--- config.mk ---
export PLATFORM = sky130hd
export DESIGN_NAME = dec_adjust_unit
export DESIGN_NICKNAME = d
export VERILOG_FILES = /design/src/rtl/dau_pkg.sv /design/src/rtl/dau_packed_adj.sv /design/src/rtl/dau_unpacked_adj.sv /design/src/rtl/dau_split_combine.sv /design/src/rtl/dau_flag_gen.sv /design/src/rtl/dec_adjust_unit.sv
export SDC_FILE = /design/constraint.sdc
export NUM_CORES = 1
export LEC_CHECK = 0
export CAP_MARGIN = 20
export CORE_ASPECT_RATIO = 0.5
export CORE_MARGIN = 4
export CORE_UTILIZATION = 60
export DETAILED_ROUTE_END_ITERATION = 16
export DONT_BUFFER_PORTS = 1
export PLACE_DENSITY = 0.76
export SETUP_SLACK_MARGIN = 0.02
export SYNTH_ARGS = -nofsm -noshare
export SYNTH_HDL_FRONTEND = slang
export SYNTH_HIERARCHICAL = 1
export SYNTH_SLANG_ARGS = --single-unit
--- constraint.sdc ---
create_clock -name vclk -period 30
set_clock_uncertainty 0.15 [all_clocks]
set_input_delay 4.5 -clock vclk [all_inputs]
set_output_delay 4.5 -clock vclk [all_outputs]
set_load 0.01 [all_outputs]
--- src/rtl/dau_pkg.sv ---
package dau_pkg;

  typedef enum logic [2:0] {
    DAU_PK_ADD  = 3'd0,
    DAU_PK_SUB  = 3'd1,
    DAU_UP_ADD  = 3'd2,
    DAU_UP_SUB  = 3'd3,
    DAU_SPLIT   = 3'd4,
    DAU_COMBINE = 3'd5,
    DAU_RSV6    = 3'd6,
    DAU_RSV7    = 3'd7
  } dau_op_e;

endpackage

--- src/rtl/dau_packed_adj.sv ---
module dau_packed_adj #(
  parameter int DATA_W   = 8,
  parameter bit SUBTRACT = 1'b0
) (
  input  logic [DATA_W-1:0] val_i,
  input  logic              cf_i,
  input  logic              af_i,
  output logic [DATA_W-1:0] val_o,
  output logic              cf_o,
  output logic              af_o
);
  localparam int              NIB_W  = DATA_W / 2;
  localparam logic [DATA_W-1:0] LO_FIX = DATA_W'(6);
  localparam logic [DATA_W-1:0] HI_FIX = LO_FIX << NIB_W;
  localparam logic [DATA_W-1:0] LIMIT  = (DATA_W'(9) << NIB_W) | DATA_W'(9);
  localparam logic [NIB_W-1:0]  NIB_MAX = NIB_W'(9);

  logic              lo_fix;
  logic              hi_fix;
  logic [DATA_W-1:0] stage1;

  // both corrections are decided on the unmodified input byte
  assign lo_fix = (val_i[NIB_W-1:0] > NIB_MAX) | af_i;
  assign hi_fix = (val_i > LIMIT) | cf_i;
  assign af_o   = lo_fix;

  generate
    if (SUBTRACT) begin : g_sub
      always_comb begin
        stage1 = lo_fix ? (val_i - LO_FIX) : val_i;
        val_o  = hi_fix ? (stage1 - HI_FIX) : stage1;
        cf_o   = hi_fix | (lo_fix & (val_i < LO_FIX));
      end
    end else begin : g_add
      always_comb begin
        stage1 = lo_fix ? (val_i + LO_FIX) : val_i;
        val_o  = hi_fix ? (stage1 + HI_FIX) : stage1;
        cf_o   = hi_fix;
      end
    end
  endgenerate

endmodule

--- src/rtl/dau_unpacked_adj.sv ---
module dau_unpacked_adj #(
  parameter int DATA_W   = 8,
  parameter bit SUBTRACT = 1'b0
) (
  input  logic [DATA_W-1:0] lo_i,
  input  logic [DATA_W-1:0] hi_i,
  input  logic              af_i,
  output logic [DATA_W-1:0] lo_o,
  output logic [DATA_W-1:0] hi_o,
  output logic              cf_o,
  output logic              af_o
);
  localparam int                NIB_W    = DATA_W / 2;
  localparam logic [DATA_W-1:0] LO_FIX   = DATA_W'(6);
  localparam logic [DATA_W-1:0] WRAP_LIM = {DATA_W{1'b1}} - LO_FIX;
  localparam logic [NIB_W-1:0]  NIB_MAX  = NIB_W'(9);

  logic              fix;
  logic              extra;
  logic [DATA_W-1:0] adj;
  logic [DATA_W-1:0] hi_step;

  assign fix = (lo_i[NIB_W-1:0] > NIB_MAX) | af_i;

  generate
    if (SUBTRACT) begin : g_sub
      always_comb begin
        adj     = lo_i - LO_FIX;
        extra   = lo_i < LO_FIX;
        hi_step = hi_i - DATA_W'(1) - DATA_W'(extra);
      end
    end else begin : g_add
      always_comb begin
        adj     = lo_i + LO_FIX;
        extra   = lo_i > WRAP_LIM;
        hi_step = hi_i + DATA_W'(1) + DATA_W'(extra);
      end
    end
  endgenerate

  always_comb begin
    if (fix) begin
      lo_o = {{(DATA_W-NIB_W){1'b0}}, adj[NIB_W-1:0]};
      hi_o = hi_step;
    end else begin
      lo_o = {{(DATA_W-NIB_W){1'b0}}, lo_i[NIB_W-1:0]};
      hi_o = hi_i;
    end
    cf_o = fix;
    af_o = fix;
  end

endmodule

--- src/rtl/dau_split_combine.sv ---
module dau_split_combine #(
  parameter int DATA_W = 8
) (
  input  logic [DATA_W-1:0] lo_i,
  input  logic [DATA_W-1:0] hi_i,
  input  logic [DATA_W-1:0] base_i,
  output logic [DATA_W-1:0] quo_o,
  output logic [DATA_W-1:0] rem_o,
  output logic [DATA_W-1:0] comb_o
);
  logic [DATA_W:0]   part;
  logic [DATA_W-1:0] rem;
  logic [DATA_W-1:0] quo;

  // restoring division, one quotient bit per unrolled step
  always_comb begin
    rem  = '0;
    quo  = '0;
    part = '0;
    for (int i = DATA_W - 1; i >= 0; i--) begin
      part = {rem, lo_i[i]};
      if (part >= {1'b0, base_i}) begin
        part   = part - {1'b0, base_i};
        quo[i] = 1'b1;
      end else begin
        quo[i] = 1'b0;
      end
      rem = part[DATA_W-1:0];
    end
    quo_o = quo;
    rem_o = rem;
  end

  assign comb_o = hi_i * base_i + lo_i;

endmodule

--- src/rtl/dau_flag_gen.sv ---
module dau_flag_gen #(
  parameter int DATA_W = 8
) (
  input  logic [DATA_W-1:0] val_i,
  output logic              zf_o,
  output logic              sf_o,
  output logic              pf_o
);
  assign zf_o = ~|val_i;
  assign sf_o = val_i[DATA_W-1];
  assign pf_o = ~^val_i;
endmodule

--- src/rtl/dec_adjust_unit.sv ---
module dec_adjust_unit #(
  parameter int DATA_W = 8
) (
  input  logic [2:0]        op_i,
  input  logic [DATA_W-1:0] lo_i,
  input  logic [DATA_W-1:0] hi_i,
  input  logic [DATA_W-1:0] base_i,
  input  logic              cf_i,
  input  logic              af_i,
  output logic [DATA_W-1:0] lo_o,
  output logic [DATA_W-1:0] hi_o,
  output logic              cf_o,
  output logic              af_o,
  output logic              zf_o,
  output logic              sf_o,
  output logic              pf_o
);
  import dau_pkg::*;

  localparam int N_VAR = 2;

  dau_op_e op_sel;
  assign op_sel = dau_op_e'(op_i);

  logic [DATA_W-1:0] pk_val [N_VAR];
  logic              pk_cf  [N_VAR];
  logic              pk_af  [N_VAR];
  logic [DATA_W-1:0] up_lo  [N_VAR];
  logic [DATA_W-1:0] up_hi  [N_VAR];
  logic              up_cf  [N_VAR];
  logic              up_af  [N_VAR];

  // index 0 is the add variant, index 1 the subtract variant
  generate
    for (genvar g = 0; g < N_VAR; g++) begin : g_var
      dau_packed_adj #(.DATA_W(DATA_W), .SUBTRACT(g == 1)) u_pk (
        .val_i (lo_i),
        .cf_i  (cf_i),
        .af_i  (af_i),
        .val_o (pk_val[g]),
        .cf_o  (pk_cf[g]),
        .af_o  (pk_af[g])
      );
      dau_unpacked_adj #(.DATA_W(DATA_W), .SUBTRACT(g == 1)) u_up (
        .lo_i (lo_i),
        .hi_i (hi_i),
        .af_i (af_i),
        .lo_o (up_lo[g]),
        .hi_o (up_hi[g]),
        .cf_o (up_cf[g]),
        .af_o (up_af[g])
      );
    end
  endgenerate

  logic [DATA_W-1:0] sc_quo;
  logic [DATA_W-1:0] sc_rem;
  logic [DATA_W-1:0] sc_comb;

  dau_split_combine #(.DATA_W(DATA_W)) u_sc (
    .lo_i   (lo_i),
    .hi_i   (hi_i),
    .base_i (base_i),
    .quo_o  (sc_quo),
    .rem_o  (sc_rem),
    .comb_o (sc_comb)
  );

  always_comb begin
    lo_o = lo_i;
    hi_o = hi_i;
    cf_o = cf_i;
    af_o = af_i;
    case (op_sel)
      DAU_PK_ADD, DAU_PK_SUB: begin
        lo_o = pk_val[op_i[0]];
        cf_o = pk_cf[op_i[0]];
        af_o = pk_af[op_i[0]];
      end
      DAU_UP_ADD, DAU_UP_SUB: begin
        lo_o = up_lo[op_i[0]];
        hi_o = up_hi[op_i[0]];
        cf_o = up_cf[op_i[0]];
        af_o = up_af[op_i[0]];
      end
      DAU_SPLIT: begin
        lo_o = sc_rem;
        hi_o = sc_quo;
      end
      DAU_COMBINE: begin
        lo_o = sc_comb;
        hi_o = '0;
      end
      default: begin
        lo_o = lo_i;
        hi_o = hi_i;
      end
    endcase
  end

  dau_flag_gen #(.DATA_W(DATA_W)) u_flags (
    .val_i (lo_o),
    .zf_o  (zf_o),
    .sf_o  (sf_o),
    .pf_o  (pf_o)
  );

endmodule

## Yosys cells after proc, flatten, opt, wreduce, memory -nomap -nowiden

Cells that the tools add are included.

- Divide/modulo/power cells: 0
- Bitwise logic cells: 5
- Add/subtract/negate cells: 17
- Reductions and logical operators: 7
- Equal/unequal tests: 5
- Shifts and indexed selects: 0
- Order comparisons: 13
- Mux-type cells: 42
- Multipliers: 1

Operators with widths:

| operator | number |
|---|---|
| $mux W8 | 23 |
| $ge A9 B8 Y1 | 7 |
| $sub A8 B8 Y8 | 7 |
| $pmux W8 S4 | 1 |
| $pmux W8 S3 | 1 |
| $gt A8 B8 Y1 const B | 2 |
| $mux W1 | 14 |
| $add A8 B1 Y8 | 1 |
| $add A8 B1 Y8 const B | 1 |
| $add A8 B3 Y8 const B | 1 |
| $add A8 B7 Y8 const B | 1 |
| $add A8 B8 Y8 | 1 |
| $ge A1 B8 Y1 | 1 |
| $lt A8 B3 Y1 const B | 1 |
| $mul A8 B8 Y8 | 1 |
| $mux W4 | 2 |
| $reduce_or A8 Y1 | 1 |
| $reduce_xnor A8 Y1 | 1 |
| $sub A1 B8 Y8 | 1 |
| $sub A8 B1 Y8 | 1 |
| $sub A8 B1 Y8 const B | 1 |
| $sub A8 B3 Y8 const B | 1 |
| $sub A8 B7 Y8 const B | 1 |
| $eq A3 B2 Y1 const B | 2 |
| other kinds (12) | 16 |

- Input port bits: 29
- Bits in read-only memories: 0
- Memories kept: 0
- Bits in registers: 0
- RAM bits: 0
- Latch bits: 0
- Output and inout port bits: 21

## Depth between registers and ports, before layout

- Depth in word-level cells: 19
- Mapped depth: 90
- Gate-level depth less buffers: 87

## Hierarchy

The synthesis kept the hierarchy.

Modules (own cells, without submodules):

| module | instances | cells each | area each (µm²) | sequential area each (µm²) |
|---|---|---|---|---|
| dau_split_combine | 1 | 567 | 4418.0 | 0.0 |
| dec_adjust_unit | 1 | 109 | 860.8 | 0.0 |
| dau_unpacked_adj at g_var[1].u_up | 1 | 48 | 350.3 | 0.0 |
| dau_unpacked_adj at g_var[0].u_up | 1 | 46 | 344.1 | 0.0 |
| dau_packed_adj at g_var[1].u_pk | 1 | 46 | 315.3 | 0.0 |
| dau_packed_adj at g_var[0].u_pk | 1 | 43 | 289.0 | 0.0 |
| dau_flag_gen | 1 | 17 | 122.6 | 0.0 |

## Worst setup path after synthesis

No wires, ideal clock.

- Kind: input -> output
- Start: in base_i[1]
- End: out pf_o
- Arrival time: 20830 ps
- Data required time: 25350 ps
- Path slack: 4520 ps
- Stages on the path: 80
- Path through: clkbuf_1 -> inv_1 -> ha_1 -> o211ai_4 -> nor2_1 -> a21oi_1 -> inv_1 -> ha_1 -> and4_1 -> a21oi_1 -> o21ai_1 -> nor2_1 -> mux2_2 -> ha_1 -> and3_1 -> a41oi_1 -> nand3_4 -> o21ai_0 -> [... 44 more ...] -> ha_1 -> nor2b_1 -> o21ai_0 -> a21oi_1 -> o21ai_0 -> a21boi_0 -> o21ai_0 -> o211ai_1 -> a21o_1 -> a211o_1 -> o31ai_4 -> o221a_1 -> a21oi_1 -> a21oi_1 -> inv_1 -> ha_1 -> xnor2_1 -> xnor2_1

- Word-level cells in the longest chain between the ends: 18
- Elaborated cells on any way between the ends: 28
- Classes of those cells: 9 x add/sub; 1 x mul; 8 x order compare; 9 x mux; 1 x reduce/logical

RTL lines:

| item | RTL line | source |
|---|---|---|
| start, declared | dec_adjust_unit.sv:7 | `input logic [DATA_W-1:0] base_i,` |
| $sub A1 B8 Y8 or $ge A1 B8 Y1 (tied branches) | dau_split_combine.sv:23, dau_split_combine.sv:22 |  |
| $mux W8 | dau_split_combine.sv:22 | `if (part >= {1'b0, base_i}) begin` |
| $sub A8 B8 Y8 or $ge A9 B8 Y1 (tied branches) | dau_split_combine.sv:23, dau_split_combine.sv:22 |  |
| $mux W8 | dau_split_combine.sv:22 |  |
| $sub A8 B8 Y8 or $ge A9 B8 Y1 (tied branches) | dau_split_combine.sv:23, dau_split_combine.sv:22 |  |
| $mux W8 | dau_split_combine.sv:22 |  |
| $sub A8 B8 Y8 or $ge A9 B8 Y1 (tied branches) | dau_split_combine.sv:23, dau_split_combine.sv:22 |  |
| $mux W8 | dau_split_combine.sv:22 |  |
| [... 4 more ...] | n/a |  |
| $sub A8 B8 Y8 or $ge A9 B8 Y1 (tied branches) | dau_split_combine.sv:23, dau_split_combine.sv:22 |  |
| $mux W8 | dau_split_combine.sv:22 |  |
| $ge A9 B8 Y1 or $sub A8 B8 Y8 (tied branches) | dau_split_combine.sv:22, dau_split_combine.sv:23 |  |
| $mux W8 (*) | dau_split_combine.sv:22 |  |
| named net sc_rem[2] | dec_adjust_unit.sv:57 | `logic [DATA_W-1:0] sc_rem;` |
| $pmux W8 S4 (*) | dec_adjust_unit.sv:74 | `case (op_sel)` |
| named net lo_o[2] | dec_adjust_unit.sv:10 | `output logic [DATA_W-1:0] lo_o,` |
| $reduce_xnor A8 Y1 (*) | dau_flag_gen.sv:11 | `assign pf_o = ~^val_i;` |
| end, declared | dec_adjust_unit.sv:16 | `output logic pf_o` |

The timed path passes the listed nets; every way through them passes the cells marked *.

## Worst setup path in the final report

Ends and elaborated chain as after synthesis.

==> impl_metrics.env <==
export IMPL_status="complete, no violations"
export IMPL_grt_pass1_wl_mm=28.86
export IMPL_die_w_um=157.4
export IMPL_place_hpwl_mm=14.26
export IMPL_num_clock_buffers=0
export IMPL_drt_antenna_violating_nets=0
export IMPL_drv_slew=0
export IMPL_ys_types=92
export IMPL_wl_mm=17.68
export IMPL_design_seq_count=0
export IMPL_path_class="in2out"
export IMPL_grt_start_max_net_pins=31
export IMPL_synth_yosys_seq_area_share=0
export IMPL_ioPinCount=50
export IMPL_num_vias=6171
export IMPL_setup_viol=0
export IMPL_postCtsHoldBufs=0
export IMPL_syn_inst=876
export IMPL_routed_via_density=6.284
export IMPL_wl_per_cell_um=18.01
export IMPL_antenna_found_initial=0
export IMPL_syn_area_per_cell_um2=7.649
export IMPL_gp_routability_congestion=0.9074
export IMPL_n_fill_cell=983
export IMPL_drcViolationCount=0
export IMPL_powerDensity_mw_per_mm2=61.19
export IMPL_max_freq_ghz=0.03601
export IMPL_grt_pass1_vias=5899
export IMPL_core_area_mm2=0.01054
export IMPL_crit_arrival_ns=23.12
export IMPL_p_sw_mw=0.2310
export IMPL_pwr_share_seq=0
export IMPL_gr_total_overflow=0
export IMPL_end_kind="output port"
export IMPL_multi_input_area_mm2=0.006066
export IMPL_path_buf_inv=6
export IMPL_io_buffer_count=0
export IMPL_final_nets=991
export IMPL_fp_dieH_um=82.73
export IMPL_utilization=0.6282
export IMPL_die_area_mm2=0.01302
export IMPL_switching_share=0.5702
export IMPL_initial_core_util=0.6357
export IMPL_critPathSlowestCell="a2111oi_2"
export IMPL_grt_usage=0.2690
export IMPL_final_area_mm2=0.006621
export IMPL_synth_area_leader_cell="ha_1"
export IMPL_pwr_share_clk=0
export IMPL_pwr_share_comb=1.000
export IMPL_post_route_period_util=0.9257
export IMPL_crit_top_cell="o21ai_0"
export IMPL_cts_setup_buffers=0
export IMPL_syn_to_final_growth_pct=-1.176
export IMPL_worst_slew_pin_slew_ns=0.7659
export IMPL_drt_initial_drc_count=515
export IMPL_leakagePower_nw=3.088
export IMPL_layout_area_seq_um2=0
export IMPL_p_int_mw=0.1741
export IMPL_min_period_ns=27.77
export IMPL_diodes=0
export IMPL_first_pass_iters=5
export IMPL_layout_drive_gt1_share=0.07957
export IMPL_worst_setup_path_start_kind="input port"
export IMPL_yosysWarnings=6
export IMPL_setup_tns_ns=0
export IMPL_path_max_fanout=23
export IMPL_yosys_top_cells_area="ha_1, xnor2_1, fa_1"
export IMPL_yosysTopAreaCellShare=0.1737
export IMPL_cts_resized=0
export IMPL_rsz0062_at_grt="false"
export IMPL_hold_worst_slack_ns=8.977
export IMPL_cp_slowest_stage_delay_ns=0.59
export IMPL_placed_cell_area_mm2=0.006621
export IMPL_critPathRequiredTime_ns=25.35
export IMPL_finalHoldViolations=0
export IMPL_synth_area_mm2=0.006700
export IMPL_vdd_drop_max_mv=0.06482
export IMPL_min_path_type="in2out"
export IMPL_num_rows=26
export IMPL_maxSlewHeadroom=0.4894
export IMPL_path_delay_family="compound AO/OA/AOI/OAI gates"
export IMPL_cap_viol_max_count=0
==> path summary, 6_finish.rpt <==
check       from  cells after the start  endpoint
min         cf_i                      2      cf_o
max    base_i[1]                     74      pf_o
==> synth_stat cells (all sizes together), types with 8 or more instances <==
cell type / instances
o211ai: 9
mux2i: 17
a22oi: 10
a222oi: 8
nand2: 76
a21o: 15
fa: 25
and2: 14
clkbuf: 8
nor3: 13
o21ai: 44
ha: 93
o21a: 15
nor2b: 33
buf: 32
inv: 100
nand2b: 12
mux2: 43
xor2: 15
nand3: 20
a21oi: 60
nor2: 45
xnor2: 59
==> area by class of cell <==
type / instances / share of cell area
multi-input combinational: 742 / 0.9161
inverter: 100 / 0.05745
tap: 140 / 0.02646
==> cell usage in the layout (no fill, tap or decap), drive strengths merged, types with 20 or more instances in the layout <==
| master | synthesis | layout |
|---|---|---|
| fa | 25 | 25 |
| ha | 93 | 93 |
| nand2 | 76 | 76 |
| mux2 | 43 | 43 |
| xnor2 | 59 | 59 |
| nor2 | 45 | 45 |
| inv | 100 | 100 |
| nor2b | 33 | 33 |
| o21ai | 44 | 44 |
| a21oi | 60 | 60 |
| nand3 | 20 | 20 |
==> power by group through the flow <==
stage / clock [mW] / combinational [mW] / sequential [mW]
after floorplan: 0 / 0.334 / 0
after global placement: 0 / 0.390 / 0
after detailed placement: 0 / 0.397 / 0
after CTS: 0 / 0.400 / 0
after global routing: 0 / 0.452 / 0
final: 0 / 0.405 / 0
==> per-layer routing <==
layer | vias up | GRT usage | routed length [um]
met1 | 2933 | 0.3708 | 8480
met4 | 0 | 0.03777 | 241
met2 | 163 | 0.4804 | 8062
met3 | 20 | 0.01458 | 897
li1 | 3055 | - | -
met5 | - | 0 | 0
==> cell families (layout without fill, tap and decap cells) <==
family / Yosys count / after routing / synth area share
other: 2 / 8 / 0.001121
muxes: 60 / 60 / 0.1038
AOI/OAI and AO/OA: 226 / 226 / 0.2433
buffers and inverters: 140 / 100 / 0.09804
xor gates and xnor gates: 74 / 74 / 0.09673
and+or+nand+nor: 256 / 256 / 0.2086
adders and majority gates: 118 / 118 / 0.2484
==> through the flow <==
stage	power [mW]	setup slack, ns	instances
global placement	0.3904	3.149	982
finish	0.4051	2.229	982
detailed placement	0.3969	2.538	982
floorplan	0.3345	4.520	882
CTS	0.3995	2.466	982
global route	0.4522	0.4283	982
Note: power is estimated with default switching activity, not from simulation.
